<file path="config.mk">
export PLATFORM = sky130hd
export DESIGN_NAME = addsub_trap
export DESIGN_NICKNAME = d
export VERILOG_FILES = /design/src/rtl/addsub_pkg.sv /design/src/rtl/addsub_prep.sv /design/src/rtl/addsub_ripple.sv /design/src/rtl/addsub_ovf.sv /design/src/rtl/addsub_trap_ctl.sv /design/src/rtl/addsub_trap.sv
export SDC_FILE = /design/constraint.sdc
export NUM_CORES = 1
export LEC_CHECK = 0
export ABC_AREA = 1
export BUFFER_PORTS_ARGS = -buffer_cell sky130_fd_sc_hd__buf_4
export CAP_MARGIN = 20
export CORE_ASPECT_RATIO = 1.2
export CORE_MARGIN = 4
export CORE_UTILIZATION = 40
export DETAILED_ROUTE_END_ITERATION = 10
export GPL_TIMING_DRIVEN = 0
export PLACE_DENSITY = 0.82
export SYNTH_ARGS = -nofsm -noshare
export SYNTH_HDL_FRONTEND = slang
export SYNTH_SLANG_ARGS = --single-unit
export TNS_END_PERCENT = 20
</file>
<file path="constraint.sdc">
create_clock -name clk_i -period 21.2 [get_ports clk_i]
set_input_delay 2.12 -clock clk_i [delete_from_list [all_inputs] [get_ports clk_i]]
set_output_delay 2.12 -clock clk_i [all_outputs]
set_load 0.1 [all_outputs]
</file>
<file path="src/rtl/addsub_pkg.sv">
package addsub_pkg;
  localparam int unsigned ADDSUB_W = 32;

  typedef enum logic {
    OP_ADD = 1'b0,
    OP_SUB = 1'b1
  } addsub_op_e;
endpackage

</file>
<file path="src/rtl/addsub_prep.sv">
module addsub_prep #(
  parameter int unsigned W = addsub_pkg::ADDSUB_W
) (
  input  logic         sub_i,
  input  logic [W-1:0] b_i,
  output logic [W-1:0] b_eff_o,
  output logic         cin_o
);
  import addsub_pkg::*;

  addsub_op_e op;
  assign op = addsub_op_e'(sub_i);

  for (genvar i = 0; i < W; i++) begin : g_inv
    assign b_eff_o[i] = b_i[i] ^ (op == OP_SUB);
  end

  assign cin_o = (op == OP_SUB);
endmodule

</file>
<file path="src/rtl/addsub_ripple.sv">
module addsub_ripple #(
  parameter int unsigned W = addsub_pkg::ADDSUB_W
) (
  input  logic [W-1:0] a_i,
  input  logic [W-1:0] b_i,
  input  logic         cin_i,
  output logic [W-1:0] sum_o,
  output logic         cout_o
);
  logic [W:0] c;

  assign c[0] = cin_i;

  for (genvar i = 0; i < W; i++) begin : g_fa
    logic p;
    assign p        = a_i[i] ^ b_i[i];
    assign sum_o[i] = p ^ c[i];
    assign c[i+1]   = (a_i[i] & b_i[i]) | (p & c[i]);
  end

  assign cout_o = c[W];
endmodule

</file>
<file path="src/rtl/addsub_ovf.sv">
module addsub_ovf (
  input  logic signed_i,
  input  logic a_msb_i,
  input  logic b_eff_msb_i,
  input  logic sum_msb_i,
  output logic ovf_o
);
  logic same_sign;

  // Inputs to the top adder bit agree, but the result sign disagrees.
  assign same_sign = ~(a_msb_i ^ b_eff_msb_i);
  assign ovf_o     = signed_i & same_sign & (sum_msb_i ^ a_msb_i);
endmodule

</file>
<file path="src/rtl/addsub_trap_ctl.sv">
module addsub_trap_ctl (
  input  logic clk_i,
  input  logic rst_ni,
  input  logic set_i,
  input  logic ack_i,
  output logic trap_o
);
  logic trap_q;

  always_ff @(posedge clk_i or negedge rst_ni) begin
    if (!rst_ni)     trap_q <= 1'b0;
    else if (set_i)  trap_q <= 1'b1;   // new trap beats ack
    else if (ack_i)  trap_q <= 1'b0;
  end

  assign trap_o = trap_q;
endmodule

</file>
<file path="src/rtl/addsub_trap.sv">
module addsub_trap #(
  parameter int unsigned W = addsub_pkg::ADDSUB_W
) (
  input  logic         clk_i,
  input  logic         rst_ni,
  input  logic         valid_i,
  input  logic         sub_i,
  input  logic         signed_i,
  input  logic [W-1:0] a_i,
  input  logic [W-1:0] b_i,
  input  logic         trap_ack_i,
  output logic [W-1:0] result_o,
  output logic         carry_o,
  output logic         wr_en_o,
  output logic         trap_o
);
  localparam int unsigned MSB = W - 1;

  logic [W-1:0] b_eff;
  logic         cin;
  logic [W-1:0] sum;
  logic         ovf;
  logic         trap_set;

  addsub_prep #(.W(W)) u_prep (
    .sub_i   (sub_i),
    .b_i     (b_i),
    .b_eff_o (b_eff),
    .cin_o   (cin)
  );

  addsub_ripple #(.W(W)) u_add (
    .a_i    (a_i),
    .b_i    (b_eff),
    .cin_i  (cin),
    .sum_o  (sum),
    .cout_o (carry_o)
  );

  addsub_ovf u_ovf (
    .signed_i    (signed_i),
    .a_msb_i     (a_i[MSB]),
    .b_eff_msb_i (b_eff[MSB]),
    .sum_msb_i   (sum[MSB]),
    .ovf_o       (ovf)
  );

  assign trap_set = valid_i & ovf;
  assign result_o = sum;
  assign wr_en_o  = valid_i & ~ovf;

  addsub_trap_ctl u_trap (
    .clk_i  (clk_i),
    .rst_ni (rst_ni),
    .set_i  (trap_set),
    .ack_i  (trap_ack_i),
    .trap_o (trap_o)
  );
endmodule

</file>
# Word-level counts from Yosys, hierarchy flattened
# Index checks and enable logic that the tools add are counted.
# classes
n_mux	2
n_reduce_logical	1
bitwise_logic	199
# op_table
operator	count
1-bit XOR	97
1-bit AND	68
1-bit bitwise OR	32
1-bit 2-to-1 mux	2
1-bit NOT	2
2-bit nonzero test	1
# totals
out_inout_bits	35
inputBits	70
word_cells	203
register_bits	1

# Longest topological paths before layout
# depth
word_depth	69
depth_mapped	40
mapped_depth_nobuf	38

# By module
# A second synthesis with hierarchy kept.
# unflattened
hier_cells	195
area_unflattened_um2	1372.6
# modules_own_cells
module	cells_per_inst	instances	area_each_um2	seq_area_each_um2
addsub_ripple	42	1	678.2	0.0
addsub_prep	137	1	604.3	0.0
addsub_trap_ctl	5	1	40.0	25.0
addsub_ovf	7	1	32.5	0.0
addsub_trap	4	1	17.5	0.0

# Worst setup path before layout
# OpenSTA, ideal clock, no wires.
# synth_timing
path_kind	in2out
from	in sub_i
to	out wr_en_o
required_time_ns	19.080
arrival_time_ns	15.246
cell_stages	40
slack_ns	3.834
path_buffers	2
path_cell_list	buf_6 -> buf_12 -> xnor2_1 -> fa_1 -> fa_1 -> fa_1 -> fa_1 -> fa_1 -> fa_1 -> fa_1 -> fa_1 -> fa_1 -> fa_1 -> fa_1 -> fa_1 -> fa_1 -> fa_1 -> fa_1 -> (+4 left out) -> fa_1 -> fa_1 -> fa_1 -> fa_1 -> fa_1 -> fa_1 -> fa_1 -> fa_1 -> fa_1 -> fa_1 -> fa_1 -> inv_1 -> fa_1 -> nor2_1 -> nor2_1 -> nand2_1 -> nand2_1 -> inv_1
# synth_via
elab_chain_cells	69
word_cells_on_any_way	164
classes_between	bitwise (164)
# synth_lines
item	line	text
start, declared	addsub_trap.sv:7	input logic sub_i,
1-bit XOR	addsub_prep.sv:15	assign b_eff_o[i] = b_i[i] ^ (op == OP_SUB);
1-bit XOR	addsub_ripple.sv:16	assign p = a_i[i] ^ b_i[i];
1-bit AND	addsub_ripple.sv:18	assign c[i+1] = (a_i[i] & b_i[i]) | (p & c[i]);
1-bit bitwise OR	addsub_ripple.sv:18	
1-bit AND	addsub_ripple.sv:18	
1-bit bitwise OR	addsub_ripple.sv:18	
1-bit AND	addsub_ripple.sv:18	
1-bit bitwise OR	addsub_ripple.sv:18	
(+54 left out)	--	
1-bit AND	addsub_ripple.sv:18	
1-bit bitwise OR	addsub_ripple.sv:18	
1-bit XOR *	addsub_ripple.sv:17	assign sum_o[i] = p ^ c[i];
via u_ovf.sum_msb_i	addsub_ovf.sv:5	input logic sum_msb_i,
1-bit XOR *	addsub_ovf.sv:12	assign ovf_o = signed_i & same_sign & (sum_msb_i ^ a_msb_i);
1-bit AND *	addsub_ovf.sv:12	
1-bit NOT *	addsub_trap.sv:50	assign wr_en_o = valid_i & ~ovf;
1-bit AND *	addsub_trap.sv:50	
end, declared	addsub_trap.sv:14	output logic wr_en_o,
# The timed path passes the listed nets; every way through them passes the cells marked *.

# Final worst setup path
# Same ends and word-level chain as after synthesis.

==> metrics.txt <==
Min-Delay Path Class register to register; Worst Setup EP wr_en_o; cell internal pwr 0.0000528 W; synthesized area per cell 9.08 um2; RSZ-0062 raised after global routing no; CP startpoint kind input port; global-route usage over all layers 0.148; Mapped Area 1310 um2; Antenna Violating Nets Remaining 0; initial antenna violation count 0; Post-CTS Hold Buffers 0; sw frac 0.767; Clock Latency Late Sink 0 ns; Total Routed Length 3.11 mm; Pleak 1.23 nW; Post-CTS Setup Inserts 0; vias in the first global route 1236; crit path from sub_i; Clk pwr share 0; status finished clean; Chip Width 60.2 um; setup_tns 0 ns; die height 70.6 um; Seq/Total Area, Yosys 0.0191; post-layout util 0.683; FF+latch count, synth 1; worst setup path class input port to primary output; Critical Path AT 15.46 ns; DIE AREA 4250 um2; DRC 0; worst r2r src u_trap.trap_o; Reg power frac 0.010; gr ovfl total 0; Antenna Cells 0; first-pass GRT wire length 5.02 mm; Final HPWL DP 2.97 mm; drt first pass iters 4; Std-Cell Rows 22; WL per Instance 11.0 um; top layer in use met3; Post-Syn Nets 246; met2 routed wirelength 1.61 mm; Logic pwr share 0.990; Rel. slew slack 0.811; worst endpoint required time 19.08 ns; Ports 105; Sw Pwr 0.000173 W; layout cells sized above 1 0.445; via count 1180; RR Endpoint u_trap.trap_o; Starting Density 0.420; skew final 0 ns; Reg clk slew, reported paths 0 ns; Setup-failing EPs final 0; Core Area 3110 um2; CP max stage cell fa_1; synth-to-layout area growth 62.6%; M1 WL 913 um; critical path's largest stage delay 0.45 ns; CP endpoint kind primary output; max-slew violations 0; Starting DRT DRC Count 4; Fill cells 260; largest net degree at the start of global routing 11; CP most frequent cell fa_1; Synthesis Warnings 0; Nets 351; max FFs per register 1; Yosys cell types 15; final hold vios 0; FF-to-FF path depth 2; total of max-cap violations 0; CTS resizes 0; length of routed met3 wiring 585 um; worst vdd ir 0.0000800 V; Pwr per Cell Area 106 nW/um2; Tcrit/Tclk final 0.829; fin crit period 17.58 ns; Port Buffers 103; final RePlAce weighted congestion 0.718; worst-path maximum fanout 10; Vias/cell 4.17; Mapped Cells 144; Least-Margin Pin Slew 0.286 ns; FMAX 0.0569 GHz; FF-to-FF setup slack 20.61 ns
-- final cells by class --
type                    instances  area (um2)  share of cell area
multi-input cells              74         973               0.458
well taps                      36        45.0              0.0212
repair buffers                103         773               0.364
flip-flops and latches          1        25.0              0.0118
plain buffers                   5        68.8              0.0324
inverters                      64         240               0.113
-- per-layer routing --
| metal | GRT usage | up-vias |
|---|---|---|
| li1 | - | 573 |
| met1 | 0.159 | 531 |
| met2 | 0.287 | 76 |
| met3 | 0.0493 | 0 |
| met4 | 0 | 0 |
| met5 | 0 | - |
-- power groups by stage --
stage          combinational (W)  clock, W  sequential, W
3_3_place_gp            0.000224         0     0.00000234
2_1_floorplan           0.000176         0     0.00000417
6_report                0.000224         0     0.00000235
5_1_grt                 0.000235         0     0.00000240
4_1_cts                 0.000226         0     0.00000235
3_5_place_dp            0.000226         0     0.00000235
-- cell usage after synthesis --
cell type / number / area share
nand2_1: 6 / 0.017
buf_12: 1 / 0.015
nor2_1: 2 / 0.0057
xor2_1: 2 / 0.013
fa_1: 31 / 0.47
mux2i_1: 1 / 0.0077
buf_6: 1 / 0.0086
inv_1: 64 / 0.18
xnor2_2: 2 / 0.025
ha_1: 1 / 0.0096
xnor2_1: 28 / 0.19
buf_8: 2 / 0.023
buf_4: 1 / 0.0057
nand3_1: 1 / 0.0038
dfrtp_1: 1 / 0.019
-- per-stage QoR --
stage | hold WS [ns] | area [um2] | std cells | total power [W] | setup slack (ns)
2_1_floorplan | 0.979 | 1310 | 144 | 0.000180 | 3.83
3_3_place_gp | 0.477 | 2130 | 283 | 0.000226 | 3.66
3_5_place_dp | 0.483 | 2130 | 283 | 0.000228 | 3.55
4_1_cts | 0.485 | 2130 | 283 | 0.000229 | 3.54
5_1_grt | 0.550 | 2130 | 283 | 0.000238 | 3.08
6_report | 0.480 | 2130 | 283 | 0.000226 | 3.62
-- cell families after synthesis --
kind of cell	count (synthesis)	share of synthesized area
flip-flops	1	0.0191
multiplexers	1	0.00766
AND/OR/NAND/NOR	9	0.0268
buffers and inverters	69	0.236
XOR/XNOR	32	0.226
adder cells (fa/ha/maj)	32	0.484
-- worst max-delay path, delay by kind of cell --
kind                       cells  cell delay, ns
adders and majority gates     31           12.22
xor gates and xnor gates       1            0.14
buffers and inverters          5            0.68
and+or+nand+nor                4            0.28
-- worst min path at each step --
stage / start / end / depth (start not counted)
3_3_place_gp: u_trap.trap_o / u_trap.trap_o / 2
5_1_grt: u_trap.trap_o / u_trap.trap_o / 2
3_5_place_dp: u_trap.trap_o / u_trap.trap_o / 2
4_1_cts: u_trap.trap_o / u_trap.trap_o / 2
2_1_floorplan: u_trap.trap_o / u_trap.trap_o / 2
6_report: u_trap.trap_o / u_trap.trap_o / 2
-- cell usage in the layout (no fill, tap or decap), drive strengths merged --
master  count
inv        64
xor2        2
xnor2      30
buf       108
ha          1
nor2        2
nand3       1
dfrtp       1
fa         31
mux2i       1
nand2       6
No activity file was read; power rests on OpenSTA's default activity.
